### src/rtl/mac_mode_pkg.sv
package mac_mode_pkg;

    typedef struct packed {
        logic media_sel;
        logic int_sel;
        logic coll_force;
        logic fcs_off;
        logic loop_en;
        logic rx_off;
        logic tx_off;
    } mode_bits_t;

    localparam int MODE_W = $bits(mode_bits_t);

    typedef enum logic [1:0] {
        LB_NORMAL   = 2'd0,
        LB_INTERNAL = 2'd1,
        LB_EXTERNAL = 2'd2,
        LB_UNSUP    = 2'd3
    } lb_mode_t;

    function automatic lb_mode_t decode_lb(input logic loop_en,
                                           input logic int_sel,
                                           input logic media_sel);
        lb_mode_t m;
        case ({loop_en, int_sel, media_sel})
            3'b000:  m = LB_NORMAL;
            3'b001:  m = LB_INTERNAL;
            3'b100:  m = LB_EXTERNAL;
            default: m = LB_UNSUP;
        endcase
        return m;
    endfunction

endpackage

### src/rtl/mode_regfile.sv
module mode_regfile
    import mac_mode_pkg::*;
#(
    parameter int REG_W = 16,
    parameter int ADDR_W = 8,
    parameter logic [ADDR_W-1:0] MODE_ADDR = 8'h3C
) (
    input  logic              clk,
    input  logic              clr,
    input  logic              wr_en,
    input  logic              wr_open,
    input  logic [ADDR_W-1:0] addr,
    input  logic [REG_W-1:0]  wdata,
    output mode_bits_t        mode_q,
    output logic [REG_W-1:0]  rdata
);
    localparam int RSV_W = REG_W - MODE_W;

    logic hit;
    logic unused_rsv;

    assign hit        = (addr == MODE_ADDR);
    assign unused_rsv = ^wdata[REG_W-1:MODE_W];

    always_ff @(posedge clk) begin
        if (clr)
            mode_q <= '0;
        else if (wr_en && hit && wr_open)
            mode_q <= mode_bits_t'(wdata[MODE_W-1:0]);
    end

    always_comb begin
        rdata = '0;
        if (hit)
            rdata = {{RSV_W{1'b0}}, mode_q};
    end
endmodule

### src/rtl/mode_lb_decode.sv
module mode_lb_decode
    import mac_mode_pkg::*;
(
    input  mode_bits_t mode_q,
    input  logic       fdx_cfg,
    output lb_mode_t   lb_mode,
    output logic       coll_en,
    output logic       fdx_eff,
    output logic       fcs_gen_en
);
    always_comb begin
        lb_mode    = decode_lb(mode_q.loop_en, mode_q.int_sel, mode_q.media_sel);
        coll_en    = mode_q.coll_force && (lb_mode == LB_INTERNAL);
        fdx_eff    = (lb_mode == LB_NORMAL) ? fdx_cfg : 1'b1;
        fcs_gen_en = ~mode_q.fcs_off;
    end
endmodule

### src/rtl/mode_run_flags.sv
module mode_run_flags #(
    parameter int CH = 2
) (
    input  logic          clk,
    input  logic          clr,
    input  logic          stop,
    input  logic          start,
    input  logic [CH-1:0] dis,
    output logic [CH-1:0] on
);
    for (genvar i = 0; i < CH; i++) begin : g_ch
        always_ff @(posedge clk) begin
            if (clr || stop)
                on[i] <= 1'b0;
            else if (start && !dis[i])
                on[i] <= 1'b1;
        end
    end
endmodule

### src/rtl/mac_mode_reg.sv
module mac_mode_reg
    import mac_mode_pkg::*;
#(
    parameter int REG_W = 16,
    parameter int ADDR_W = 8,
    parameter logic [ADDR_W-1:0] MODE_ADDR = 8'h3C
) (
    input  logic              clk,
    input  logic              hard_rst,
    input  logic              soft_rst,
    input  logic              stop,
    input  logic              suspend,
    input  logic              start,
    input  logic              wr_en,
    input  logic [ADDR_W-1:0] addr,
    input  logic [REG_W-1:0]  wdata,
    input  logic              fdx_cfg,
    output logic [REG_W-1:0]  rdata,
    output logic [1:0]        lb_mode,
    output logic              coll_force_en,
    output logic              fdx_eff,
    output logic              fcs_gen_en,
    output logic              tx_on,
    output logic              rx_on
);
    localparam int RUN_CH = 2;

    mode_bits_t        mode_q;
    lb_mode_t          lb_dec;
    logic              clr;
    logic [RUN_CH-1:0] run_on;

    assign clr = hard_rst | soft_rst;

    mode_regfile #(.REG_W(REG_W), .ADDR_W(ADDR_W), .MODE_ADDR(MODE_ADDR)) u_regs (
        .clk(clk), .clr(clr), .wr_en(wr_en), .wr_open(stop | suspend),
        .addr(addr), .wdata(wdata), .mode_q(mode_q), .rdata(rdata)
    );

    mode_lb_decode u_dec (
        .mode_q(mode_q), .fdx_cfg(fdx_cfg), .lb_mode(lb_dec),
        .coll_en(coll_force_en), .fdx_eff(fdx_eff), .fcs_gen_en(fcs_gen_en)
    );

    mode_run_flags #(.CH(RUN_CH)) u_run (
        .clk(clk), .clr(clr), .stop(stop), .start(start),
        .dis({mode_q.rx_off, mode_q.tx_off}), .on(run_on)
    );

    assign lb_mode = lb_dec;
    assign tx_on   = run_on[0];
    assign rx_on   = run_on[1];
endmodule

### config.mk
export PLATFORM = sky130hd
export DESIGN_NAME = mac_mode_reg
export DESIGN_NICKNAME = d
export VERILOG_FILES = /design/src/rtl/mac_mode_pkg.sv /design/src/rtl/mode_regfile.sv /design/src/rtl/mode_lb_decode.sv /design/src/rtl/mode_run_flags.sv /design/src/rtl/mac_mode_reg.sv
export SDC_FILE = /design/constraint.sdc
export NUM_CORES = 1
export LEC_CHECK = 0
export BUFFER_PORTS_ARGS = -buffer_cell sky130_fd_sc_hd__buf_2
export CAP_MARGIN = 0
export CORE_MARGIN = 1.5
export CORE_UTILIZATION = 35
export CTS_CLUSTER_SIZE = 25
export DETAILED_ROUTE_END_ITERATION = 12
export GPL_TIMING_DRIVEN = 1
export PLACE_DENSITY = 0.75
export SLEW_MARGIN = 10
export SYNTH_ARGS = -nofsm -noshare
export SYNTH_HDL_FRONTEND = slang
export SYNTH_SLANG_ARGS = --single-unit
### constraint.sdc
create_clock -name clk -period 0.8 [get_ports clk]
set_input_delay 0 -clock clk [delete_from_list [all_inputs] [get_ports clk]]
set_output_delay 0 -clock clk [all_outputs]
set_load 0.02 [all_outputs]
==> flow_summary_export.csv, run 1 <==
group,metric,value,unit
outcome,outcome,"complete, but fails checks",
outcome,violations,"negative setup slack",
pwr,combPwrFrac,23.6,%
floorplanning,die_h,44.3,microns
route,vias,737,
cts,cts_root_buffer,"clkbuf_4",
route,maxUsedRoutingLayer,"met4",
route,drc_errors,0,
critical_path,slowest_stage,"dfxtp_2",
critical_path,worstPathArrival,1.28,ns
yosys,postSynthAreaPerCell,8.51,sq um
placement,placed_cells,128,
cts,clk_latency,0.27,ns
yosys,ys_types,21,
route,drtIter0Drc,9,
timing,rsz0062_at_grt,"true",
timing,finalHoldViolCount,0,
floorplanning,core,1540,sq um
critical_path,crit_chain,"or2_4 -> or3_4 -> buf_6",
pwr,power_switching,302,uW
critical_path,cp_num_buf_inv,1,
critical_path,critPathMaxStageDelay,0.32,ns
floorplanning,die_width,44.3,microns
global_routing,grt_overflow,0,
hold_path,min_path_type,"in -> reg",
final_layout,finalNonFillerCells,146,
global_routing,grtUsageTotal,21.8,%
placement,place.gp.congestion,0.715,
global_routing,grt_max_degree,12,
floorplanning,rows,14,
yosys,synth_area_leaders,"dfxtp_1 (30%), buf_4 (15%), a21boi_1 (8.8%)",
timing,slew_violations,0,
yosys,syn_inst,70,
global_routing,grt_pass1_vias,704,
pwr,ir_drop,0.844,mV
yosys,synthDominantCellAreaShare,30.3,%
global_routing,antenna_found_initial,0,
route,dr_wl_met2,1030,microns
critical_path,worstSetupPathType,"reg -> out",
route,dr_wl_met3,112,microns
cts,cts-buffers-inserted,3,
timing,fmax,781,MHz
pwr,pwr-share-seq,42.4,%
yosys,ys_ff_latch,9,
route,routed_wl,1900,microns
yosys,synthArstFlopShare,0,%
timing,setup_tns,-2.67,ns
timing,min_period,1.28,ns
timing,worst_slack,-0.480,ns
cts,path_clk_slew,0.06,ns
yosys,netlist_area,596,sq um
final_layout,fillers,121,
global_routing,grt_pass1_wl,3020,microns
critical_path,worst_ep_required_time,0.80,ns
yosys,yosysWarningCount,0,
timing,fin_skew,0.0000771,ns
final_layout,syn_to_final_growth,88.2,%
placement,place_hpwl,1230,microns
floorplanning,ioPinCount,55,
floorplanning,initial_utilization,38.6,%
yosys,synth_area_leader_cell,"dfxtp_1",
final_layout,nets,163,
run,max-cap-violations,0,
route,vias_per_cell,5.05,
placement,io_buffers,36,
pwr,switching_share,28.3,%
route,detail-route-antenna-nets,0,
cts,clock-sinks,9,
final_layout,antennaDiodeCount,0,
timing,period_share,160,%
cts,cts.htree.levels,1,
yosys,synth_ff_type,"dfxtp_1",
route,drt_pass1_iterations,4,
yosys,synth-edff-count,0,
critical_path,critPathCaptureType,"primary output",
route,wl_met1,731,microns
timing,finalHoldWorstSlack,0.100,ns
pwr,p_clk_share,34.0,%
final_layout,drive_above_1_share,59.2,%
floorplanning,die_area,1960,sq um
critical_path,start_kind,"flop",
timing,finalSetupViolations,12,
cts,cts_max_path_buffers,2,
cts,tritoncts,"yes",
pwr,leakage,0.493,nW
route,wl_per_cell,13.0,microns
yosys,yosysSeqAreaShare,30.3,%
critical_path,path_max_fanout,2,
critical_path,path_delay_family,"simple AND/OR/NAND/NOR gates",
pwr,p_per_area,955,nW/um^2
pwr,p_int,768,uW
-- logic make-up after synthesis --
group	share of synthesized area, %
compound gates	22.1
simple gates	29.2
buf+inv	17.9
flops	30.3
other cells	0.630
-- through the flow --
step | cell area (sq um) | setup WS, ns | total power, mW | util (%)
2_1_floorplan | 648 | -0.153 | 0.597 | -
3_3_place_gp | 836 | -0.196 | 0.648 | 54.2
3_5_place_dp | 836 | -0.206 | 0.653 | 54.2
4_1_cts | 1040 | -0.485 | 1.06 | 67.8
5_1_grt | 1120 | -0.522 | 1.13 | 72.7
6_report | 1120 | -0.480 | 1.07 | 72.7
-- cells in the final DEF (no fill, tap or decap), types with 6 or more instances in the layout --
cell type,instances
buf_2,23
nand4_1,7
a21boi_1,7
dlygate4sd3_1,10
buf_4,17
o31ai_1,7
buf_6,11
conb_1,9
dfxtp_2,6
-- power by group through the flow --
stage / Sequential, mW / Combinational, mW / Clock (mW)
after floorplan: 0.466 / 0.131 / 0
after global placement: 0.463 / 0.185 / 0
after detailed placement: 0.463 / 0.190 / 0
after CTS: 0.452 / 0.232 / 0.378
after global routing: 0.454 / 0.273 / 0.405
final: 0.454 / 0.252 / 0.364
-- repair_timing --
action,4_1_cts,5_1_grt
buffers inserted,3,1
pin swaps,4,3
gates resized for setup,28,15
hold buffers,9,1
endpoints found under the hold margin,8,1
setup endpoints to repair,12,17
-- registers in the layout, summed over array words and instances, names as in the netlist --
name,flops
u_regs.mode_q,7
u_run.on,2
-- final timing paths --
kind,end,slack [ns],start,cells after the start
min,u_run.on[0],0.10,start,3
min reg2reg,u_regs.mode_q[0],0.48,u_regs.mode_q[0],2
max,fdx_eff,-0.48,u_regs.mode_q[5],3
max reg2reg,u_run.on[1],-0.03,u_regs.mode_q[1],4
-- synthesized netlist by cell type (all sizes together) (2+ instances only) --
| cell type | instances |
|---|---|
| inv | 3 |
| and4bb | 2 |
| buf | 13 |
| a21oi | 2 |
| nor2 | 2 |
| dfxtp | 9 |
| o31ai | 7 |
| nand4bb | 2 |
| a21boi | 7 |
| nand4 | 7 |
| nor4 | 2 |
| nor3 | 3 |
| and3 | 4 |
| or2 | 2 |
-- layout make-up --
cell class	count	area [sq um]	area share (%)
clock buffer	4	26.3	2.34
multi-input combinational	53	409	36.5
inverter	3	11.3	1.00
tap	16	20.0	1.79
sequential	9	188	16.7
timing repair buffer	61	467	41.6
-- worst register-to-register path, stage by stage (launching register included) --
cell     delay, ns
dfxtp_2       0.33
inv_2         0.07
buf_6         0.09
a21oi_2       0.04
nor4_2        0.22
-- routing by layer --
metal,vias to the layer above,track usage (%)
li1,364,-
met2,35,39.1
met1,334,22.9
met5,-,0
met3,4,5.71
met4,0,11.5
Note: power is estimated with default switching activity, not from simulation.
==> run 2: changes to the inputs <==
--- a/config.mk
+++ b/config.mk
@@ -5,10 +5,11 @@
 export SDC_FILE = /design/constraint.sdc
 export NUM_CORES = 1
 export LEC_CHECK = 0
+export ABC_AREA = 1
 export BUFFER_PORTS_ARGS = -buffer_cell sky130_fd_sc_hd__buf_2
 export CAP_MARGIN = 0
 export CORE_MARGIN = 1.5
-export CORE_UTILIZATION = 35
+export CORE_UTILIZATION = 36
 export CTS_CLUSTER_SIZE = 25
 export DETAILED_ROUTE_END_ITERATION = 12
 export GPL_TIMING_DRIVEN = 1
==> flow_summary_export.csv, run 2 <==
group,metric,value,unit
outcome,outcome,"complete, but fails checks",
outcome,violations,"design-rule violations, negative setup slack",
yosys,yosysWarningCount,0,
timing,fin_skew,0.00748,ns
global_routing,grt_pass1_wl,2170,microns
critical_path,worstPathArrival,1.03,ns
hold_path,hold_depth,4,
route,drtIter0Drc,8,
yosys,synth_ff_type,"dfxtp_1",
yosys,ys_types,12,
pwr,ir_drop,0.537,mV
pwr,p_per_area,1000,nW/um^2
global_routing,antenna_found_initial,0,
yosys,synth-edff-count,0,
hold_path,min_path_type,"in -> reg",
timing,slew_violations,0,
pwr,combPwrFrac,18.8,%
timing,rsz0062_at_grt,"true",
pwr,p_clk_share,35.4,%
route,routed_wl,1540,microns
floorplanning,core,1560,sq um
pwr,pwr-share-seq,45.8,%
critical_path,worst_ep_required_time,0.80,ns
critical_path,rrSetupSlack,-0.07,ns
critical_path,critPathCaptureType,"primary output",
floorplanning,die_h,44.6,microns
final_layout,regMostFlops,"u_regs.mode_q",
critical_path,crit_chain,"nor2_4 -> inv_2 -> nor3_4 -> buf_6",
route,wl_per_cell,8.90,microns
yosys,synthDominantCellAreaShare,28.9,%
timing,finalHoldWorstSlack,0.0359,ns
yosys,synth_area_leader_cell,"dfxtp_1",
global_routing,grt_overflow,0,
hold_path,holdPathEnd,"u_run.on[1]",
route,maxUsedRoutingLayer,"met4",
global_routing,grt_pass1_vias,613,
pwr,p_int,717,uW
critical_path,r2r_end,"u_regs.mode_q[5]",
route,wl_met1,588,microns
final_layout,layout.cells.most_common,"buf_2",
critical_path,worstSetupPathType,"reg -> out",
placement,io_buffers,36,
timing,worst_slack,-0.232,ns
final_layout,drive_above_1_share,48.4,%
placement,post-place-ws,-0.0845,ns
placement,place.gp.congestion,0.715,
cts,clock-sinks,9,
floorplanning,initial_utilization,40.0,%
yosys,postSynthAreaPerCell,5.82,sq um
timing,finalSetupViolations,12,
run,max-cap-violations,0,
yosys,synthArstFlopShare,0,%
final_layout,mostFrequentLayoutCells,"buf_2 (25), nand2_1 (21), inv_1 (20)",
floorplanning,die_width,44.6,microns
yosys,synth_area_leaders,"dfxtp_1 (29%), inv_1 (17%), nor2_1 (14%)",
critical_path,slowest_stage,"dfxtp_2",
yosys,yosysMostFrequentCell,"inv_1",
cts,cts.htree.levels,1,
yosys,synthTopCellsByCount,"inv_1 (28), nor2_1 (23), nand2_1 (22)",
route,drt_pass1_iterations,8,
yosys,synthMuxAreaShare,0,%
yosys,syn_inst,107,
final_layout,fillers,135,
timing,fmax,969,MHz
cts,tritoncts,"yes",
critical_path,start_kind,"flop",
final_layout,seq_area,189,sq um
yosys,synth-simple-area-share,40.0,%
yosys,ys_ff_latch,9,
route,vias_per_cell,4.23,
cts,cts-buffers-inserted,3,
route,dr_wl_met3,97,microns
timing,finalHoldViolCount,0,
floorplanning,ioPinCount,55,
yosys,synth_top_family_by_area,"simple AND/OR/NAND/NOR gates",
final_layout,reg_top3,"u_regs.mode_q (7), u_run.on (2)",
critical_path,critPathMaxStageDelay,0.34,ns
pwr,switching_share,27.4,%
cts,cts_max_path_buffers,2,
hold_path,worstHoldStart,"stop",
critical_path,path_max_fanout,2,
cts,path_clk_slew,0.06,ns
cts,clk_latency,0.26,ns
route,detail-route-antenna-nets,0,
final_layout,multi_input_area,324,sq um
timing,min_period,1.03,ns
yosys,synth_xor_xnor_area_share,0,%
critical_path,r2r-start,"u_regs.mode_q[5]",
final_layout,largest_reg_flops,7,
yosys,netlist_area,623,sq um
placement,place_hpwl,1030,microns
route,dr_wl_met2,835,microns
yosys,synth_fa_ha_area_share,0,%
yosys,yosysSeqAreaShare,28.9,%
cts,cts_root_buffer,"clkbuf_4",
global_routing,grt_max_degree,9,
pwr,power_switching,271,uW
critical_path,rr_worst_depth,6,
yosys,synth_compound_area_share,1.61,%
timing,period_share,129,%
pwr,leakage,0.567,nW
final_layout,antennaDiodeCount,0,
final_layout,nets,190,
floorplanning,die_area,1990,sq um
route,drc_errors,3,
floorplanning,rows,14,
final_layout,syn_to_final_growth,58.6,%
global_routing,grtUsageTotal,15.1,%
route,vias,732,
==> run 2: cell count changes after synthesis, sizes merged, moves of 4 or more <==
cell | previous run | this run
inv | 3 | 30
nand3 | 0 | 8
buf | 13 | 9
nand4 | 7 | 0
nand2 | 1 | 22
a21boi | 7 | 0
o31ai | 7 | 0
and3 | 4 | 0
nor2 | 2 | 25
==> run 2: power groups by stage <==
stage                     clock, mW  combinational (mW)  sequential [mW]
final                         0.350               0.186            0.453
after detailed placement          0               0.175            0.463
after CTS                     0.358               0.183            0.453
after floorplan                   0               0.133            0.466
after global placement            0               0.171            0.462
after global routing          0.384               0.208            0.452
==> run 2: metrics by stage <==
| step | power, mW | utilization [%] | instance area (sq um) | TNS, ns | cells |
|---|---|---|---|---|---|
| after detailed placement | 0.637 | 51.6 | 805 | -0.603 | 159 |
| after global routing | 1.05 | 63.4 | 988 | -1.73 | 173 |
| after floorplan | 0.599 | - | 664 | 0 | 115 |
| after global placement | 0.634 | 51.6 | 805 | -0.275 | 159 |
| final | 0.989 | 63.4 | 988 | -1.32 | 173 |
| after CTS | 0.994 | 60.5 | 943 | -0.995 | 170 |
==> run 2: final cells by class <==
type                    count  share of cell area, %
repair buffers             47                   31.5
well taps                  16                   2.03
clock buffers               4                   2.66
inverters                  30                   11.9
flip-flops and latches      9                   19.1
multi-input cells          67                   32.8
==> run 2: kinds of logic after synthesis <==
| family | count (synthesis) |
|---|---|
| other cells | 1 |
| buf+inv | 39 |
| compound gates | 2 |
| simple gates | 56 |
| flops | 9 |
==> run 2: worst max-delay path by stage <==
stage	start	to	slack (ns)	cells past startpoint
finish	u_regs.mode_q[5]	coll_force_en	-0.23	4
detailed placement	addr[7]	rdata[1]	-0.08	7
CTS	u_regs.mode_q[2]	coll_force_en	-0.21	4
global route	u_regs.mode_q[5]	coll_force_en	-0.28	4
floorplan	u_regs.mode_q[5]	coll_force_en	0.01	3
global placement	addr[7]	rdata[1]	-0.06	7
==> run 2: what timing repair did <==
| item | CTS | global route |
|---|---|---|
| setup endpoints to repair | 12 | 14 |
| buffers inserted | 6 | 3 |
| hold buffers | 1 | 0 |
| hold endpoints to repair | 2 | 0 |
| gates resized for setup | 31 | 9 |
| pin swaps | 10 | 4 |
==> run 2: per-layer routing <==
| metal | GRT usage, % | vias up |
|---|---|---|
| li1 | - | 389 |
| met1 | 13.6 | 312 |
| met2 | 29.3 | 29 |
| met3 | 1.22 | 2 |
| met4 | 12.7 | 0 |
| met5 | 0 | - |
==> run 2: worst max-delay path, delay by kind of cell, from the launching register on <==
kind                   cells  cell delay (ns)
AND/OR/NAND/NOR            2             0.24
buffers and inverters      2             0.19
flip-flops                 1             0.34
